**config.mk**
```make
export PLATFORM = sky130hd
export DESIGN_NAME = sereep_host
export DESIGN_NICKNAME = d
export VERILOG_FILES = /design/src/rtl/sereep_pkg.sv /design/src/rtl/sereep_phase_tick.sv /design/src/rtl/sereep_sync.sv /design/src/rtl/sereep_poll_timer.sv /design/src/rtl/sereep_host.sv
export SDC_FILE = /design/constraint.sdc
export NUM_CORES = 1
export LEC_CHECK = 0
export BUFFER_PORTS_ARGS = -buffer_cell sky130_fd_sc_hd__buf_4
export CORE_MARGIN = 2
export CORE_UTILIZATION = 39
export DETAILED_ROUTE_END_ITERATION = 16
export GPL_ROUTABILITY_DRIVEN = 0
export PLACE_DENSITY = 0.63
export REMOVE_ABC_BUFFERS = 1
export SYNTH_ARGS = -nofsm -noshare
export SYNTH_HDL_FRONTEND = slang
export SYNTH_SLANG_ARGS = --single-unit
```
**constraint.sdc**
```tcl
create_clock -name clk -period 5.8 [get_ports clk]
set_input_delay 1.16 -clock clk [delete_from_list [all_inputs] [get_ports clk]]
set_output_delay 1.16 -clock clk [all_outputs]
set_load 0.005 [all_outputs]
```
**src/rtl/sereep_pkg.sv**
```systemverilog
package sereep_pkg;

   typedef enum logic [1:0] {
      REQ_READ  = 2'd0,
      REQ_WRITE = 2'd1,
      REQ_WREN  = 2'd2,
      REQ_WRDIS = 2'd3
   } req_op_e;

   localparam logic [3:0] FRAME_LEAD = 4'b1010;

   typedef enum logic [3:0] {
      S_IDLE, S_SETUP, S_LOW, S_HIGH, S_POLL, S_FL_LO, S_FL_HI, S_HOLD, S_GAP
   } st_e;

   function automatic logic [3:0] op_code(input req_op_e op);
      case (op)
         REQ_READ:  op_code = 4'b1000;
         REQ_WRITE: op_code = 4'b0100;
         REQ_WREN:  op_code = 4'b0011;
         default:   op_code = 4'b0000;
      endcase
   endfunction

endpackage

```
**src/rtl/sereep_phase_tick.sv**
```systemverilog
module sereep_phase_tick #(
   parameter int CLK_DIV = 4
) (
   input  logic clk,
   input  logic rst_n,
   input  logic run,
   output logic tick
);
   generate
      if (CLK_DIV == 1) begin : g_every
         assign tick = run;
      end else begin : g_count
         localparam int CW = $clog2(CLK_DIV);
         localparam logic [CW-1:0] LAST = CW'(CLK_DIV - 1);
         logic [CW-1:0] cnt_q;
         always_ff @(posedge clk or negedge rst_n) begin
            if (!rst_n)              cnt_q <= '0;
            else if (!run)           cnt_q <= '0;
            else if (cnt_q == LAST)  cnt_q <= '0;
            else                     cnt_q <= cnt_q + 1'b1;
         end
         assign tick = run && (cnt_q == LAST);
      end
   endgenerate
endmodule

```
**src/rtl/sereep_sync.sv**
```systemverilog
module sereep_sync #(
   parameter int STAGES = 2
) (
   input  logic clk,
   input  logic rst_n,
   input  logic d,
   output logic q
);
   generate
      if (STAGES == 0) begin : g_direct
         assign q = d;
      end else begin : g_flops
         logic [STAGES-1:0] r_q;
         always_ff @(posedge clk or negedge rst_n) begin
            if (!rst_n) r_q <= '1;
            else begin
               r_q[0] <= d;
               for (int i = 1; i < STAGES; i++) r_q[i] <= r_q[i-1];
            end
         end
         assign q = r_q[STAGES-1];
      end
   endgenerate
endmodule

```
**src/rtl/sereep_poll_timer.sv**
```systemverilog
module sereep_poll_timer #(
   parameter int POLL_MAX = 4096
) (
   input  logic clk,
   input  logic rst_n,
   input  logic run,
   output logic expired
);
   localparam int PW = $clog2(POLL_MAX + 1);
   localparam logic [PW-1:0] LIMIT = PW'(POLL_MAX - 1);
   logic [PW-1:0] cnt_q;

   always_ff @(posedge clk or negedge rst_n) begin
      if (!rst_n)              cnt_q <= '0;
      else if (!run)           cnt_q <= '0;
      else if (cnt_q != LIMIT) cnt_q <= cnt_q + 1'b1;
   end

   assign expired = run && (cnt_q == LIMIT);
endmodule

```
**src/rtl/sereep_host.sv**
```systemverilog
module sereep_host
   import sereep_pkg::*;
#(
   parameter int CLK_DIV     = 4,
   parameter int POLL_MAX    = 4096,
   parameter int SYNC_STAGES = 2,
   parameter int ADDR_W      = 8,
   parameter int DATA_W      = 16
) (
   input  logic              clk,
   input  logic              rst_n,
   input  logic              req_start,
   input  logic [1:0]        req_op,
   input  logic [ADDR_W-1:0] req_addr,
   input  logic [DATA_W-1:0] req_wdata,
   output logic [DATA_W-1:0] rsp_rdata,
   output logic              rsp_done,
   output logic              rsp_err,
   output logic              busy,
   output logic              ee_cs_n,
   output logic              ee_sk,
   output logic              ee_di,
   input  logic              ee_do
);
   localparam int CMD_BITS   = 8 + ADDR_W;
   localparam int FRAME_BITS = CMD_BITS + DATA_W;
   localparam int CNT_W      = $clog2(FRAME_BITS + 1);
   localparam logic [CNT_W-1:0] CMD_CNT   = CNT_W'(CMD_BITS);
   localparam logic [CNT_W-1:0] FRAME_CNT = CNT_W'(FRAME_BITS);

   generate
      if (CLK_DIV < 1)            begin : g_bad_div   $error("CLK_DIV must be at least 1");            end
      if (CLK_DIV <= SYNC_STAGES) begin : g_bad_sync  $error("CLK_DIV must exceed SYNC_STAGES");       end
      if (POLL_MAX < 2)           begin : g_bad_poll  $error("POLL_MAX must be at least 2");           end
      if (DATA_W < 2)             begin : g_bad_data  $error("DATA_W must be at least 2");             end
      if (ADDR_W < 1)             begin : g_bad_addr  $error("ADDR_W must be at least 1");             end
   endgenerate

   st_e                   st_q;
   logic [FRAME_BITS-1:0] frame_q;
   logic [CNT_W-1:0]      nclk_q, bitcnt_q;
   logic                  is_read_q, is_write_q, to_q;
   logic [DATA_W-1:0]     rd_q;
   logic                  cs_n_q, sk_q, di_q, done_q, err_q;
   logic                  tick, do_s, expired, tick_run;
   logic [FRAME_BITS-1:0] frame_d;
   req_op_e               op;

   assign op       = req_op_e'(req_op);
   assign tick_run = (st_q != S_IDLE) && (st_q != S_POLL);

   sereep_phase_tick #(.CLK_DIV(CLK_DIV)) u_tick (
      .clk(clk), .rst_n(rst_n), .run(tick_run), .tick(tick));

   sereep_sync #(.STAGES(SYNC_STAGES)) u_sync (
      .clk(clk), .rst_n(rst_n), .d(ee_do), .q(do_s));

   sereep_poll_timer #(.POLL_MAX(POLL_MAX)) u_timer (
      .clk(clk), .rst_n(rst_n), .run(st_q == S_POLL), .expired(expired));

   always_comb begin
      frame_d = {FRAME_LEAD, op_code(op), {ADDR_W{1'b0}}, {DATA_W{1'b0}}};
      if (op == REQ_READ || op == REQ_WRITE) frame_d[DATA_W +: ADDR_W] = req_addr;
      if (op == REQ_WRITE)                   frame_d[0 +: DATA_W]      = req_wdata;
   end

   always_ff @(posedge clk or negedge rst_n) begin
      if (!rst_n) begin
         st_q <= S_IDLE;   frame_q <= '0;  nclk_q <= '0;  bitcnt_q <= '0;
         is_read_q <= 1'b0; is_write_q <= 1'b0; to_q <= 1'b0; rd_q <= '0;
         cs_n_q <= 1'b1;   sk_q <= 1'b0;   di_q <= 1'b0;
         done_q <= 1'b0;   err_q <= 1'b0;
      end else begin
         done_q <= 1'b0;
         err_q  <= 1'b0;
         case (st_q)
            S_IDLE: if (req_start) begin
               frame_q    <= frame_d;
               nclk_q     <= (op == REQ_READ || op == REQ_WRITE) ? FRAME_CNT : CMD_CNT;
               is_read_q  <= (op == REQ_READ);
               is_write_q <= (op == REQ_WRITE);
               bitcnt_q   <= '0;
               to_q       <= 1'b0;
               cs_n_q     <= 1'b0;
               st_q       <= S_SETUP;
            end
            S_SETUP: if (tick) begin
               di_q    <= frame_q[FRAME_BITS-1];
               frame_q <= frame_q << 1;
               st_q    <= S_LOW;
            end
            S_LOW: if (tick) begin
               sk_q     <= 1'b1;
               bitcnt_q <= bitcnt_q + 1'b1;
               if (is_read_q && bitcnt_q >= CMD_CNT) rd_q <= {rd_q[DATA_W-2:0], do_s};
               st_q     <= S_HIGH;
            end
            S_HIGH: if (tick) begin
               sk_q <= 1'b0;
               if (bitcnt_q == nclk_q) begin
                  di_q <= 1'b0;
                  st_q <= is_write_q ? S_POLL : S_HOLD;
               end else begin
                  di_q    <= frame_q[FRAME_BITS-1];
                  frame_q <= frame_q << 1;
                  st_q    <= S_LOW;
               end
            end
            S_POLL: begin
               if (do_s) begin
                  di_q <= 1'b1;
                  st_q <= S_FL_LO;
               end else if (expired) begin
                  to_q <= 1'b1;
                  st_q <= S_HOLD;
               end
            end
            S_FL_LO: if (tick) begin
               sk_q <= 1'b1;
               st_q <= S_FL_HI;
            end
            S_FL_HI: if (tick) begin
               sk_q <= 1'b0;
               di_q <= 1'b0;
               st_q <= S_HOLD;
            end
            S_HOLD: if (tick) begin
               cs_n_q <= 1'b1;
               st_q   <= S_GAP;
            end
            S_GAP: if (tick) begin
               done_q <= 1'b1;
               err_q  <= to_q;
               st_q   <= S_IDLE;
            end
            default: st_q <= S_IDLE;
         endcase
      end
   end

   assign rsp_rdata = rd_q;
   assign rsp_done  = done_q;
   assign rsp_err   = err_q;
   assign busy      = (st_q != S_IDLE);
   assign ee_cs_n   = cs_n_q;
   assign ee_sk     = sk_q;
   assign ee_di     = di_q;
endmodule

```
### Word-level counts from Yosys, hierarchy flattened

Index checks and enable logic that the tools add are counted.

| cells by class | value |
|---|---|
| eq/ne operators | 31 |
| $lt $le $gt $ge | 1 |
| mux-type cells | 46 |
| shift-type cells | 0 |
| $mul | 0 |
| bitwise logic cells | 0 |
| div/mod/pow operators | 0 |
| reductions and logical operators | 25 |
| add/sub/neg operators | 3 |

Operators with widths:

| kind | number |
|---|---|
| 32-bit two-way mux | 4 |
| 32-bit one-hot mux with 3 select lines | 1 |
| 4-bit two-way mux | 10 |
| 4-bit one-hot mux with 9 select lines | 1 |
| 13-bit two-way mux | 2 |
| 2-bit != test (second input constant) | 13 |
| 6-bit two-way mux | 3 |
| 4-bit by 3-bit equality test with 1-bit output (second input constant) | 4 |
| 16-bit two-way mux | 1 |
| 13-bit by 1-bit adder with 13-bit output (second input constant) | 1 |
| 13-bit by 12-bit equality test with 1-bit output (second input constant) | 1 |
| 1-bit two-way mux | 13 |
| 13-bit by 12-bit != test with 1-bit output (second input constant) | 1 |
| 4-bit one-hot mux with 3 select lines | 1 |
| 6-bit one-hot mux with 2 select lines | 1 |
| 3-bit AND reduction | 4 |
| 5-bit AND reduction | 2 |
| 9-bit AND reduction | 1 |
| 4-bit by 2-bit equality test with 1-bit output (second input constant) | 2 |
| 8-bit two-way mux | 1 |
| 2-bit nonzero test | 4 |
| 4-bit nonzero test | 2 |
| 6-bit by 1-bit adder with 6-bit output (second input constant) | 1 |
| 6-bit equality test | 1 |
| 21 further kinds | 31 |

| word-level totals | value |
|---|---|
| logic and storage cells | 122 |
| memories kept | 0 |
| bits in read-only memories | 0 |
| flip-flop bits (word level) | 89 |
| latch bits | 0 |
| input port bits | 30 |
| memory bits (writable) | 0 |
| output and inout bits | 22 |

### Depth between registers and ports, before layout

Gate-level depths: netlist of run 1.

| depth | value |
|---|---|
| depth in word-level cells | 5 |
| depth in mapped cells | 7 |
| depth with buffers taken out | 6 |

### By module

A second synthesis of run 1 with hierarchy kept.

| second synthesis, totals | value |
|---|---|
| cells, all modules | 355 |
| area total of the unflattened synthesis | 4117.7 µm² |

Modules (own cells, without submodules):

| module | cells each | area each (µm²) | instances | sequential area each (µm²) |
|---|---|---|---|---|
| sereep_host | 280 | 3281.9 | 1 | 1702.9 |
| sereep_poll_timer | 67 | 694.4 | 1 | 325.3 |
| sereep_phase_tick | 6 | 88.8 | 1 | 50.0 |
| sereep_sync | 2 | 52.6 | 1 | 52.6 |

### Worst setup path before layout of run 1

OpenSTA, ideal clock, no wires.

| timing | value |
|---|---|
| path kind | input port to flip-flop |
| start point | input port req_start |
| end point | register is_read_q |
| required time | 5.675 ns |
| path slack | 3.442 ns |
| library setup time | 0.125 ns |
| buffers on the path | 0 |
| stages on the path | 4 |
| arrival time | 2.233 ns |
| path through | mux2i_1 or4_1 nor2_1 mux2_2 |

| between the ends | value |
|---|---|
| longest elaborated chain between the ends | 1 |

Ends and longest elaborated chain:

| item | RTL line | source |
|---|---|---|
| start: declaration | sereep_host.sv:12 | `input logic req_start,` |
| 2-bit AND reduction (no line) | - |  |
| end signal: assignment | sereep_host.sv:80 | `is_read_q <= (op == REQ_READ);` |
| end: declaration | sereep_host.sv:42 | `logic is_read_q, is_write_q, to_q;` |

No other way between the ends.
A chain may end at the register's enable or synchronous reset.

### Final worst setup path of run 1

| timing | value |
|---|---|
| start point | register st_q[1] |
| end point | register frame_q[2] |

| between the ends | value |
|---|---|
| longest elaborated chain between the ends | 5 |
| elaborated cells between the ends (all ways) | 14 |
| classes of those cells | eq/ne (7); mux (1); reduce/logical (6) |

Ends and longest elaborated chain:

| item | RTL line | source |
|---|---|---|
| start: declaration | sereep_host.sv:39 | `st_e st_q;` |
| start signal: assignment | sereep_host.sv:102 | `st_q <= is_write_q ? S_POLL : S_HOLD;` |
| 4-bit by 3-bit != test with 1-bit output / 4-bit nonzero test (equally long branches) | sereep_host.sv:50 | `assign tick_run = (st_q != S_IDLE) && (st_q != S_POLL);` |
| 1-bit logical AND | sereep_host.sv:50 |  |
| 1-bit logical AND | sereep_phase_tick.sv:22 | `assign tick = run && (cnt_q == LAST);` |
| 2-bit != test (no line) | - |  |
| 5-bit AND reduction (no line) | - |  |
| end signal: assignment | sereep_host.sv:78 | `frame_q <= frame_d;` |
| end signal: assignment | sereep_host.sv:89 | `frame_q <= frame_q << 1;` |
| end signal: assignment | sereep_host.sv:105 | `frame_q <= frame_q << 1;` |
| end: declaration | sereep_host.sv:40 | `logic [FRAME_BITS-1:0] frame_q;` |

Parallel ways exist; a longest one is shown, timed or not.

==> results of run 1 <==
-- layer usage --
layer  up-vias  track usage
li1       1395            -
met3         5       0.0359
met4         0       0.0445
met2        39        0.221
met5         -            0
met1      1378        0.202
-- synthesized netlist by cell type (3+ instances only) --
master    number
dfrtp_1       82
mux2_2        40
a21oi_1       23
a22o_1        20
nand2_1       20
inv_1         19
mux2i_1       15
nor2_1        13
o21ai_0       12
clkbuf_1      11
nor3b_1        9
nand2b_1       7
nand3_1        7
a31oi_1        5
xor2_1         5
buf_4          4
ha_1           4
nor2b_1        4
and4_1         3
buf_2          3
buf_6          3
dfstp_2        3
mux2_1         3
nor3_1         3
o31ai_1        3
or2_2          3
or3_1          3
or4_1          3
-- power by group through the flow --
stage          sequential (mW)  clock (mW)  combinational [mW]
2_1_floorplan            0.843           0               0.472
3_3_place_gp             0.878           0               0.598
3_5_place_dp             0.883           0               0.617
4_1_cts                  0.871       0.524               0.619
5_1_grt                  0.899       0.550               0.687
6_report                 0.873       0.508               0.612
-- metrics by stage --
step | power (mW) | setup WS (ns) | utilization | cells | area (sq um)
floorplan | 1.31 | 2.72 | - | 340 | 4000
global placement | 1.48 | 2.81 | 0.444 | 528 | 4570
detailed placement | 1.50 | 2.80 | 0.444 | 528 | 4570
CTS | 2.01 | 2.98 | 0.468 | 544 | 4810
global route | 2.14 | 2.83 | 0.468 | 544 | 4810
finish | 1.99 | 2.95 | 0.468 | 544 | 4810
-- layout by cell type (no fill, tap or decap), types with 4 or more instances in the layout --
| cell | instances |
|---|---|
| inv_1 | 19 |
| dfrtp_1 | 82 |
| nor2_1 | 13 |
| mux2i_1 | 15 |
| nand3_1 | 7 |
| a21oi_1 | 23 |
| mux2_2 | 40 |
| nor3b_1 | 9 |
| nand2b_1 | 7 |
| buf_4 | 52 |
| ha_1 | 4 |
| clkbuf_8 | 9 |
| nor2b_1 | 4 |
| a31oi_1 | 5 |
| a22o_1 | 20 |
| o21ai_0 | 12 |
| xor2_1 | 5 |
| nand2_1 | 20 |
-- cell type report --
class,count,area [sq um]
Timing Repair Buffer,52,390
Inverter,19,71.3
Clock buffer,9,124
Tap cell,136,170
Fill cell,972,5460
Multi-Input combinational cell,236,1810
Sequential cell,85,2130
Clock inverter,7,123
-- final timing paths --
path,endpoint,depth (start not counted),slack [ns],start
worst max-delay path,frame_q[2],4,2.95,st_q[1]
worst min-delay path,u_sync.g_flops.r_q[1],0,0.36,u_sync.g_flops.r_q[0]
worst max register to register,frame_q[2],4,2.95,st_q[1]
worst min register to register,u_sync.g_flops.r_q[1],0,0.36,u_sync.g_flops.r_q[0]
max in group asynchronous,u_timer.cnt_q[12],1,4.11,rst_n
min in group asynchronous,u_timer.cnt_q[7],1,0.97,rst_n
-- cells by family (layout without fill, tap and decap cells) --
logic type	Yosys count	count (layout)	synth area share
XOR/XNOR	6	6	0.0127
flip-flops	85	85	0.517
adder cells (fa/ha/maj)	4	4	0.0121
buffers and inverters	41	87	0.0473
AND/OR/NAND/NOR	92	92	0.132
multiplexers	58	58	0.154
AO/OA/AOI/OAI	76	76	0.125
-- registers in the layout, summed over array words and instances, names as in the netlist, 2 cells and up --
signal,flops
rsp_rdata,16
bitcnt_q,6
u_sync.g_flops.r_q,2
frame_q,32
u_tick.g_count.cnt_q,2
st_q,4
nclk_q,2
u_timer.cnt_q,13
-- critical path: stages (launching register included) --
cell	delay [ns]
dfrtp_1	0.81
nand4bb_1	0.23
or4_4	0.62
nand3_2	0.62
mux2_2	0.42
==> reports/results.txt, run 1 <==
Status: complete, no violations
Mean area per synthesized cell: 11.4 sq um
Top cells by area, synth: dfrtp_1 50%, mux2_2 11%, a22o_1 4.2%, mux2i_1 3.6%, a21oi_1 2.8%
Post-CTS sizing: 0
Post-layout min period: 2.85 ns
Fmax: 351 MHz
Crit path DAT: 3.08 ns
Top Metal Used: met4
Remaining DRCs: 0
Sw Share: 0.332
Vias in the first global route: 2764
Met2 WL: 3.60 mm
Clk sinks: 85
Slew Viols, Final: 0
Cell variety after synth: 53
Worst EP required: 6.03 ns
Placement Rows: 37
Slew headroom: 0.214
Final setup fails: 0
Hold-fix buffers at CTS: 0
Crit start category: flop
DRT iter0 DRCs: 119
FF+latch count, synth: 85
Routed Antenna Nets: 0
Clock buffer depth: 2
Sequential share of power: 0.438
Worst hold slack: 0.359 ns
Maximum fanout count along the critical path: 32
Clock buffer count from CTS: 9
Max IR drop VDD: 0.161 mV
Syn Inst Count: 362
Root Driver: clkbuf_8
Seq/Total Area, Yosys: 0.517
Sw Pwr: 661 uW
I/O pin cnt: 52
Tot GR Track Use: 0.144
DR pass1 iterations: 5
Clk_skew: 0.00949 ns
Clk pwr share: 0.255
Worst min-delay path category: reg2reg
Pwr per Cell Area: 414 mW/mm^2
Antenna violations before repair: 0
Cell internal pwr: 1.33 mW
Via Count: 2817
Final Hold Vio Count: 0
IO buf count: 51
WL final: 7.85 mm
Chip height: 107 um
Comb pwr share: 0.307
First-pass GRT wire length: 13.3 mm
CTS HTree Levels: 3
Synth top area share: 0.497
Ys flop type: dfrtp_1
Die span in x: 107 um
Hpwl dp: 5.05 mm
Synth warn: 0
CTS tree: yes
Clock-pin slew on the worst setup and hold paths: 0.09 ns
DR WL/cell: 14.4 um
Worst-Skew Late Latency: 0.35 ns
Share of cells above drive strength 1: 0.299
Area of the core: 0.0103 sq mm
Synth async-reset ratio: 1.00
Max_cap viols: 0
Crit Path Class: reg2reg
Area Overhead vs Synth: 16.7%
Vias per cell: 5.18
Final period utilization: 0.491
Worst-Margin Slew: 1.18 ns
CP Capture Type: flop
Yosys top cell by area: dfrtp_1
Met3 wire length: 267 um
DIE AREA: 0.0114 sq mm
Nets: 437
EDFF count, synth: 0
Setup TNS: 0 ns
Metal-1 WL: 3.92 mm
Mapped Area: 0.00413 sq mm
RSZ-0062 raised after global routing: false
Pleak: 2.27 nW
Largest net degree at the start of global routing: 86
ANT cells: 0
Grt total ovfl: 0
Post-CTS setup buffers: 0
Initial Util: 0.401
No activity file was read; power rests on OpenSTA's default activity.
==> inputs of run 2 (changes only) <==
Clock period 5.8 ns to 2.7 ns, I/O delays scaled along.
==> run 2 against run 1 <==
Clock skew increased by 0.0051 ns; largest cell class unchanged; via count increased by 3.4%; worst setup slack got worse by 2.7 ns; global-route usage increased by 0.76 points; critical path depth increased by 2; combinational power increased by 150%; final area increased by 1.3%; fmax increased by 17%; utilization increased by 0.60 points; non-clock buffer count increased by 12; power increased by 110%; sequential power increased by 100%.
==> reports/results.txt, run 2 (same netlist as run 1, synthesis figures left out) <==
Status: complete, no violations
IO buf count: 51
Max reg flops: 32
Area Overhead vs Synth: 18.2%
Worst EP required: 2.94 ns
Total Power: 4.17 mW
Top Metal Used: met4
Final setup fails: 0
DR pass1 iterations: 4
Post-CTS sizing: 0
Max_cap viols: 0
Hpwl dp: 5.41 mm
Clock buffer count from CTS: 9
Crit start category: flop
Pwr per Cell Area: 855 mW/mm^2
RSZ-0062 raised after global routing: false
Worst-case reg-to-reg path depth: 6
Tot GR Track Use: 0.152
Most frequent cells in the layout: 82 x dfrtp_1, 62 x buf_4, 40 x mux2_2
Final period utilization: 0.903
Worst-Margin Slew: 1.24 ns
Hold-fix buffers at CTS: 0
Clock buffer depth: 2
Fin util: 0.474
Worst-Skew Late Latency: 0.36 ns
ANT cells: 0
Die span in x: 107 um
CTS HTree Levels: 3
CP Capture Type: flop
Worst min-delay path category: in2async
Area of the core: 0.0103 sq mm
Slew headroom: 0.172
FILL cells: 945
I/O pin cnt: 52
Max IR drop VDD: 0.343 mV
Clk_skew: 0.0146 ns
DRT iter0 DRCs: 165
Worst R2R Setup Slack: 0.26 ns
Met3 wire length: 276 um
Crit path DAT: 2.68 ns
Chip height: 107 um
Final Hold Vio Count: 0
Clk sinks: 85
CTS tree: yes
DR WL/cell: 14.2 um
Via Count: 2913
Antenna violations before repair: 0
Commonest non-fill, non-tap cell in the layout: dfrtp_1
Initial Util: 0.401
Setup TNS: 0 ns
Metal-1 WL: 3.96 mm
First-pass GRT wire length: 13.9 mm
Most flop-heavy register: frame_q
Grt total ovfl: 0
Largest net degree at the start of global routing: 41
FF/Latch Area: 0.00213 sq mm
Placement Rows: 37
Multi-input logic area: 0.00181 sq mm
Routed Antenna Nets: 0
Nets: 449
Remaining DRCs: 0
Crit Path Class: reg2reg
Slew Viols, Final: 0
DIE AREA: 0.0114 sq mm
Maximum fanout count along the critical path: 23
Share of cells above drive strength 1: 0.319
Clock-pin slew on the worst setup and hold paths: 0.10 ns
Met2 WL: 3.50 mm
Vias in the first global route: 2869
Post-layout min period: 2.44 ns
Root Driver: clkbuf_8
Fmax: 410 MHz
Vias per cell: 5.24
WL final: 7.87 mm
Pleak: 2.31 nW
Post-CTS setup buffers: 0
## run 2: changes by cell type in the layout (fill, tap and decap cells not counted)
| cell | previous run | this run |
|---|---|---|
| buf_4 | 52 | 62 |
| bufinv_16 | 3 | 0 |
| buf_12 | 0 | 2 |
| clkbuf_8 | 9 | 11 |
| inv_6 | 1 | 2 |
## run 2: layer usage
layer  track usage  vias up
li1              -     1409
met1         0.219     1449
met2         0.225       46
met3        0.0310        9
met4        0.0584        0
met5             0        -
## run 2: metrics by stage
step / std cells / hold WS (ns) / worst slack (ns) / cell area, sq um
2_1_floorplan: 340 / 0.244 / -0.375 / 4000
3_3_place_gp: 540 / 0.354 / 0.322 / 4680
3_5_place_dp: 540 / 0.353 / 0.264 / 4680
4_1_cts: 556 / 0.134 / 0.243 / 4880
5_1_grt: 556 / 0.149 / 0.124 / 4880
6_report: 556 / 0.113 / 0.262 / 4880
## run 2: where the power goes
part,switching (mW),total (mW),internal (mW)
clock,0.481,0.874,0.393
combinational,0.776,1.51,0.736
sequential,0.202,1.78,1.58
## run 2: layout make-up
type / instances / area share
well taps: 136 / 0.0349
multi-input cells: 236 / 0.370
flip-flops and latches: 85 / 0.437
clock inverters: 5 / 0.00847
repair buffers: 64 / 0.104
inverters: 19 / 0.0146
clock buffers: 11 / 0.0310
## run 2: path summary, 6_finish.rpt
path / startpoint / endpoint
min in group clk: ee_do / u_sync.g_flops.r_q[0]
hold reg to reg: u_sync.g_flops.r_q[0] / u_sync.g_flops.r_q[1]
max in group asynchronous: rst_n / u_sync.g_flops.r_q[1]
setup / recovery: bitcnt_q[0] / frame_q[7]
setup reg to reg: bitcnt_q[0] / frame_q[7]
hold / removal: rst_n / u_timer.cnt_q[9]
## run 2: critical path, cell delays in order, from the launching register on
cell	delay [ns]
dfrtp_1	0.41
inv_1	0.09
ha_1	0.17
or3b_1	0.35
or4_4	0.45
nand3_2	0.45
mux2_2	0.41
